<file path="src/rtl/tpm_pkg.sv">
package tpm_pkg;
  localparam int REG_W = 8;
  localparam int NIB_W = REG_W / 2;

  typedef struct packed {
    logic       load;
    logic [2:0] regIdx;
    logic       hiNib;
  } nib_strobe_t;
endpackage

</file>
<file path="src/rtl/tpm_decode.sv">
module tpm_decode
  import tpm_pkg::*;
#(
  parameter int ADDR_W = 16
) (
  input  logic              wrEn,
  input  logic [ADDR_W-1:0] wrAddr,
  output nib_strobe_t       strobe
);
  logic [3:0] blockSel;
  logic [1:0] pairSel;
  logic       pairHit;
  logic       upperZero;
  logic       slotHit;
  logic       oddReg;
  logic       hiNib;

  assign blockSel  = wrAddr[ADDR_W-1 -: 4];
  assign upperZero = (wrAddr[ADDR_W-5:4] == '0);

  always_comb begin
    pairHit = 1'b1;
    pairSel = 2'd0;
    unique case (blockSel)
      4'hB:    pairSel = 2'd0;
      4'hC:    pairSel = 2'd1;
      4'hD:    pairSel = 2'd2;
      4'hE:    pairSel = 2'd3;
      default: pairHit = 1'b0;
    endcase
  end

  always_comb begin
    slotHit = 1'b1;
    oddReg  = 1'b0;
    hiNib   = 1'b0;
    case (wrAddr[3:0])
      4'h0:       begin oddReg = 1'b0; hiNib = 1'b0; end
      4'h2, 4'h8: begin oddReg = 1'b0; hiNib = 1'b1; end
      4'h1, 4'h4: begin oddReg = 1'b1; hiNib = 1'b0; end
      4'h3, 4'hC: begin oddReg = 1'b1; hiNib = 1'b1; end
      default:    slotHit = 1'b0;
    endcase
  end

  assign strobe.load   = wrEn && pairHit && upperZero && slotHit;
  assign strobe.regIdx = {pairSel, oddReg};
  assign strobe.hiNib  = hiNib;
endmodule

</file>
<file path="src/rtl/tpm_regs.sv">
module tpm_regs
  import tpm_pkg::*;
#(
  parameter int NUM_WIN   = 8,
  parameter int PAGE_BITS = 7,
  parameter int VADDR_W   = 13
) (
  input  logic               clk,
  input  logic               rst,
  input  nib_strobe_t        strobe,
  input  logic [NIB_W-1:0]   nibData,
  input  logic [VADDR_W-1:0] vidAddr,
  output logic [REG_W-1:0]   pageNum
);
  localparam int WIN_BITS = $clog2(NUM_WIN);
  localparam logic [REG_W-1:0] PAGE_MASK = REG_W'((1 << PAGE_BITS) - 1);

  logic [REG_W-1:0]    bankReg [NUM_WIN];
  logic [WIN_BITS-1:0] winSel;

  for (genvar gi = 0; gi < NUM_WIN; gi++) begin : g_bank
    logic hitMe;
    assign hitMe = strobe.load && (32'(strobe.regIdx) == gi);
    always_ff @(posedge clk) begin
      if (rst) begin
        bankReg[gi] <= '0;
      end else if (hitMe) begin
        if (strobe.hiNib) bankReg[gi][REG_W-1:NIB_W] <= nibData;
        else              bankReg[gi][NIB_W-1:0]     <= nibData;
      end
    end
  end

  assign winSel  = vidAddr[VADDR_W-1 -: WIN_BITS];
  assign pageNum = bankReg[winSel] & PAGE_MASK;
endmodule

</file>
<file path="src/rtl/tile_page_map.sv">
module tile_page_map
  import tpm_pkg::*;
#(
  parameter int ADDR_W    = 16,
  parameter int VADDR_W   = 13,
  parameter int NUM_WIN   = 8,
  parameter int PAGE_BITS = 7
) (
  input  logic               clk,
  input  logic               rst,
  input  logic               wrEn,
  input  logic [ADDR_W-1:0]  wrAddr,
  input  logic [7:0]         wrData,
  input  logic [VADDR_W-1:0] vidAddr,
  output logic [7:0]         pageNum
);
  nib_strobe_t strobe;

  tpm_decode #(.ADDR_W(ADDR_W)) uDecode (
    .wrEn   (wrEn),
    .wrAddr (wrAddr),
    .strobe (strobe)
  );

  tpm_regs #(
    .NUM_WIN   (NUM_WIN),
    .PAGE_BITS (PAGE_BITS),
    .VADDR_W   (VADDR_W)
  ) uRegs (
    .clk     (clk),
    .rst     (rst),
    .strobe  (strobe),
    .nibData (wrData[NIB_W-1:0]),
    .vidAddr (vidAddr),
    .pageNum (pageNum)
  );
endmodule

</file>
<file path="config.mk">
export PLATFORM = sky130hd
export DESIGN_NAME = tile_page_map
export DESIGN_NICKNAME = d
export VERILOG_FILES = /design/src/rtl/tpm_pkg.sv /design/src/rtl/tpm_decode.sv /design/src/rtl/tpm_regs.sv /design/src/rtl/tile_page_map.sv
export SDC_FILE = /design/constraint.sdc
export NUM_CORES = 1
export LEC_CHECK = 0
export ABC_CLOCK_PERIOD_IN_PS = 8000
export BUFFER_PORTS_ARGS = -buffer_cell sky130_fd_sc_hd__buf_2
export CAP_MARGIN = 0
export CORE_ASPECT_RATIO = 0.75
export CORE_UTILIZATION = 50
export CTS_BUF_LIST = sky130_fd_sc_hd__clkbuf_16
export CTS_CLUSTER_DIAMETER = 60
export CTS_CLUSTER_SIZE = 20
export DETAILED_ROUTE_END_ITERATION = 6
export PLACE_DENSITY = 0.72
export REMOVE_ABC_BUFFERS = 1
export SYNTH_ARGS = -nofsm -noshare
export SYNTH_HDL_FRONTEND = slang
export SYNTH_HIERARCHICAL = 1
export SYNTH_SLANG_ARGS = --single-unit
</file>
<file path="constraint.sdc">
create_clock -name clk -period 8 [get_ports clk]
set_clock_uncertainty 0.1 [all_clocks]
set_input_delay 1.6 -clock clk [delete_from_list [all_inputs] [get_ports clk]]
set_output_delay 1.6 -clock clk [all_outputs]
set_load 0.1 [all_outputs]
</file>
After elaboration in Yosys (flattened, before gate mapping)
Memories as Yosys holds them, arrays and structs flattened.
Index checks and enable logic that the tools add are counted.
{ "word_totals": {"regBits": 0, "latch_bits": 0, "mem_bits_rw": 64, "rom_bits": 0, "input_bits": 40, "out_inout_bits": 8, "word_cells": 125, "n_memories": 1} }
{ "mem_list": {"columns": ["memory", "words", "word_bits", "rd", "rd_ports_with_merged_regs", "write_ports", "line_no", "text"], "rows": [
  ["uRegs.bankReg", 8, 8, 1, 0, 8, "tpm_regs.sv:18", "logic [REG_W-1:0] bankReg [NUM_WIN];"]
]} }
{ "classes": {"n_addsub": 0, "n_mul": 0, "div": 0, "n_lt_le_gt_ge": 0, "n_eq_ne": 17, "n_shift": 0, "n_mux": 73, "n_bitwise": 16, "reduce_logical": 18} }
{ "op_table": {"columns": ["op", "count"], "rows": [
  ["$mux 4", 16],
  ["$mux 1", 56],
  ["$eq 4x4->1 const B", 6],
  ["$or 1x1->1", 16],
  ["$eq 3x3->1 const B", 4],
  ["$reduce_or 4->1", 3],
  ["$logic_and 1x1->1", 11],
  ["$eq 4x2->1 const B", 2],
  ["$logic_not 8->1", 1],
  ["$reduce_or 7->1", 1],
  ["$eq 3x2->1 const B", 2],
  ["$pmux 2 s3", 1],
  ["$eq 4x1->1 const B", 1],
  ["$eq 4x3->1 const B", 1],
  ["$logic_not 4->1", 1],
  ["$eq 3x1->1 const B", 1],
  ["$logic_not 3->1", 1]
]} }

Depth between registers and ports, before layout
{ "depth": {"ltp_word": 11, "ltp_mapped": 8} }

By module
Netlist, hierarchy kept.
{ "by_module_without_submodules": {"columns": ["module", "n_inst", "cells_each", "area_each_um2", "seq_area_each_um2"], "rows": [
  ["tpm_regs", 1, 188, 2713.9, 1681.6],
  ["tpm_decode", 1, 16, 101.3, 0.0]
]} }

Worst setup path after synthesis
Ideal clock, no wire load.
{ "synth_path": {"kind": "in2out", "from": "in vidAddr[10]", "to": "out pageNum[0]", "arrival_time_ns": 2.840, "required_ns": 6.300, "path_slack_ns": 3.460, "stages": 4, "n_path_buf": 2, "path_cell_list": "buf_6 buf_12 mux4_1 mux2_2"} }
{ "synth_between": {"elab_chain_cells": 1} }
{ "synth_lines": {"columns": ["element", "line_no", "text"], "rows": [
  ["start: declaration", "tile_page_map.sv:14", "input logic [VADDR_W-1:0] vidAddr,"],
  ["$mem_v2 8x8", null, null],
  ["end: declaration", "tile_page_map.sv:15", "output logic [7:0] pageNum"]
]} }
Every way passes these cells.

Worst setup path after layout
{ "layout_path": {"from": "in vidAddr[10]", "to": "out pageNum[2]"} }
Same word-level chain as after synthesis.

==> metrics.cfg <==
[die]
core_area_um2=5380
io_pins=48
die_w_um=88.6
chipHeight_um=67.0
num_rows=23
initial_utilization=0.523
design.die.area_um2=5940

[min_path]
hold_path.class=in -> reg

[worst_setup_path]
cp.required_ns=6.30
crit_arrival_ns=3.16
cp_max_fo=14
cp-end-kind=primary output
crit_type=in -> out
worstSetupStartpointType=input port

[pwr]
internal_power_mw=0.508
peakVddDrop_mv=0.0837
comb_power_share=0.137
seq_power_share=0.507
clockPowerShare=0.355
switchingPower_mw=0.164
power.leakage_nw=1.01
total_power_mw=0.671
pwr_density_cell_nw_per_um2=216
netSwitchingFraction=0.244

[clock_tree]
post-cts-setup-buffer-count=0
cts-buffers-inserted=5
path_clk_slew_ns=0.06
htreeDepth=2
cts_sinks=56
cts_resized=0
postCtsHoldBufs=0
ctsLongestPathBuffers=2
clockRootBuffer=clkbuf_16
cts_tree=built

[grt]
grt_overflow=0
grt_pass1_vias=1694
grt_max_degree=19
antenna_found_initial=0
grt_pass1_wl_um=8910
grt_use_total=0.210

[sta]
clock.fmax_mhz=206
period_needed_ns=4.86
report.final.slew_viol_count=0
fin_ws_ns=3.14
rsz0062_at_grt=false
timing.hold.ws_ns=1.69
finalHoldViolations=0
period_share=0.608
tns_ns=0
worst_slew_pin_slew_ns=0.766
slew_headroom=0.488
setup_viol=0

[place]
port_buffers=32
pre_cts_ws_ns=3.14
postPlaceCellArea_um2=2940
globalplace.congestion=0.740
place_inst=287
hpwl_um=3710

[logic_synthesis]
yosys_warnings=6
synth_top_family_by_area=multiplexers
synth-simple-area-share=0.144
post_synth_mux_area_share=0.159
synth_xor_area_frac=0.00622
syn_inst=204
syn_area_per_cell_um2=13.8
ys_seq_area_frac=0.597
synth-compound-area-share=0.0396
synthDistinctLibCells=29
synthAdderAreaFrac=0
mappedNetlistArea_um2=2820
synth-seq-cells=56

[layout]
layout.cells.most_common=nor3_1
max_flop_register=uRegs/bankReg
diodes=0
final_util=0.576
syn_to_final_growth_pct=10.2
nets=259
final_cells=295
largest_reg_flops=56
final_cell_area_um2=3100
fillers=447
top_regs=uRegs/bankReg (56)
mostFrequentLayoutCells=nor3_1, edfxtp_1, buf_2
drive_gt1_frac=0.223

[routing]
drt-met1-wl_um=2430
dr.pass1.iters=4
wl_met2_um=2640
vias=1763
detail-route-antenna-nets=0
dr.max_layer_used=met4
wl_per_cell_um=18.5
routed-wl-met3_um=319
via_per_inst=5.98
drc=0
drt_wl_total_um=5470
drt_iter0_drc=129

[job]
cap_viol_max_count=0

[run_status]
outcome=finished clean

routing by layer:
layer	vias to the layer above	track usage
li1	834	-
met2	73	0.345
met4	0	0.0665
met1	850	0.288
met3	6	0.0335
met5	-	0
synthesized netlist by cell type:
| master | number | share of area |
|---|---|---|
| buf_1 | 1 | 0.0013 |
| buf_12 | 1 | 0.0071 |
| buf_2 | 5 | 0.0089 |
| buf_4 | 3 | 0.0080 |
| buf_6 | 1 | 0.0040 |
| clkbuf_1 | 13 | 0.017 |
| clkinv_1 | 1 | 0.0013 |
| conb_1 | 1 | 0.0013 |
| edfxtp_1 | 56 | 0.60 |
| inv_1 | 4 | 0.0053 |
| mux2_2 | 7 | 0.028 |
| mux4_1 | 14 | 0.13 |
| nand2_1 | 4 | 0.0053 |
| nand2b_1 | 2 | 0.0044 |
| nand3_1 | 2 | 0.0036 |
| nand3b_1 | 3 | 0.0080 |
| nor2_1 | 2 | 0.0027 |
| nor3_1 | 57 | 0.10 |
| nor4_1 | 1 | 0.0022 |
| nor4_2 | 1 | 0.0044 |
| o21a_1 | 2 | 0.0053 |
| o21ai_0 | 12 | 0.021 |
| o22ai_1 | 1 | 0.0022 |
| o31ai_1 | 4 | 0.011 |
| or3_1 | 1 | 0.0022 |
| or3b_1 | 1 | 0.0031 |
| or3b_2 | 2 | 0.0062 |
| xnor2_1 | 1 | 0.0031 |
| xor2_1 | 1 | 0.0031 |
kinds of logic (layout without fill, tap and decap cells):
family                    count (synthesis)  count (layout)
AOI/OAI and AO/OA                        19              19
xor gates and xnor gates                  2               2
other                                     1               1
DFF                                      56              56
and+or+nand+nor                          76              76
muxes                                    21              21
buffers and inverters                    29              45
power by group through the flow:
stage | clock (mW) | sequential [mW] | combinational (mW)
3_5_place_dp | 0 | 0.347 | 0.0924
2_1_floorplan | 0 | 0.344 | 0.0697
6_report | 0.238 | 0.341 | 0.0923
4_1_cts | 0.243 | 0.341 | 0.0929
3_3_place_gp | 0 | 0.346 | 0.0914
5_1_grt | 0.253 | 0.342 | 0.0979
final timing paths:
kind | startpoint | end | depth (start not counted) | slack [ns]
worst min-delay path | wrData[3] | uRegs/bankReg[0][3] | 3 | 1.69
worst max-delay path | vidAddr[10] | pageNum[2] | 4 | 3.14
cell type report:
type,count,area (um2),area share
multi-input cells,119,983,0.317
inverters,5,18.8,0.00605
clock buffers,5,125,0.0403
repair buffers,32,160,0.0516
well taps,75,93.8,0.0303
flip-flops and latches,56,1680,0.542
clock inverters,3,38.8,0.0125
worst max-delay path, cell delays in order:
cell    delay [ns]
buf_2         0.33
mux4_1        0.65
mux2_2        0.28
buf_2         0.29
No activity file was read; power rests on OpenSTA's default activity.
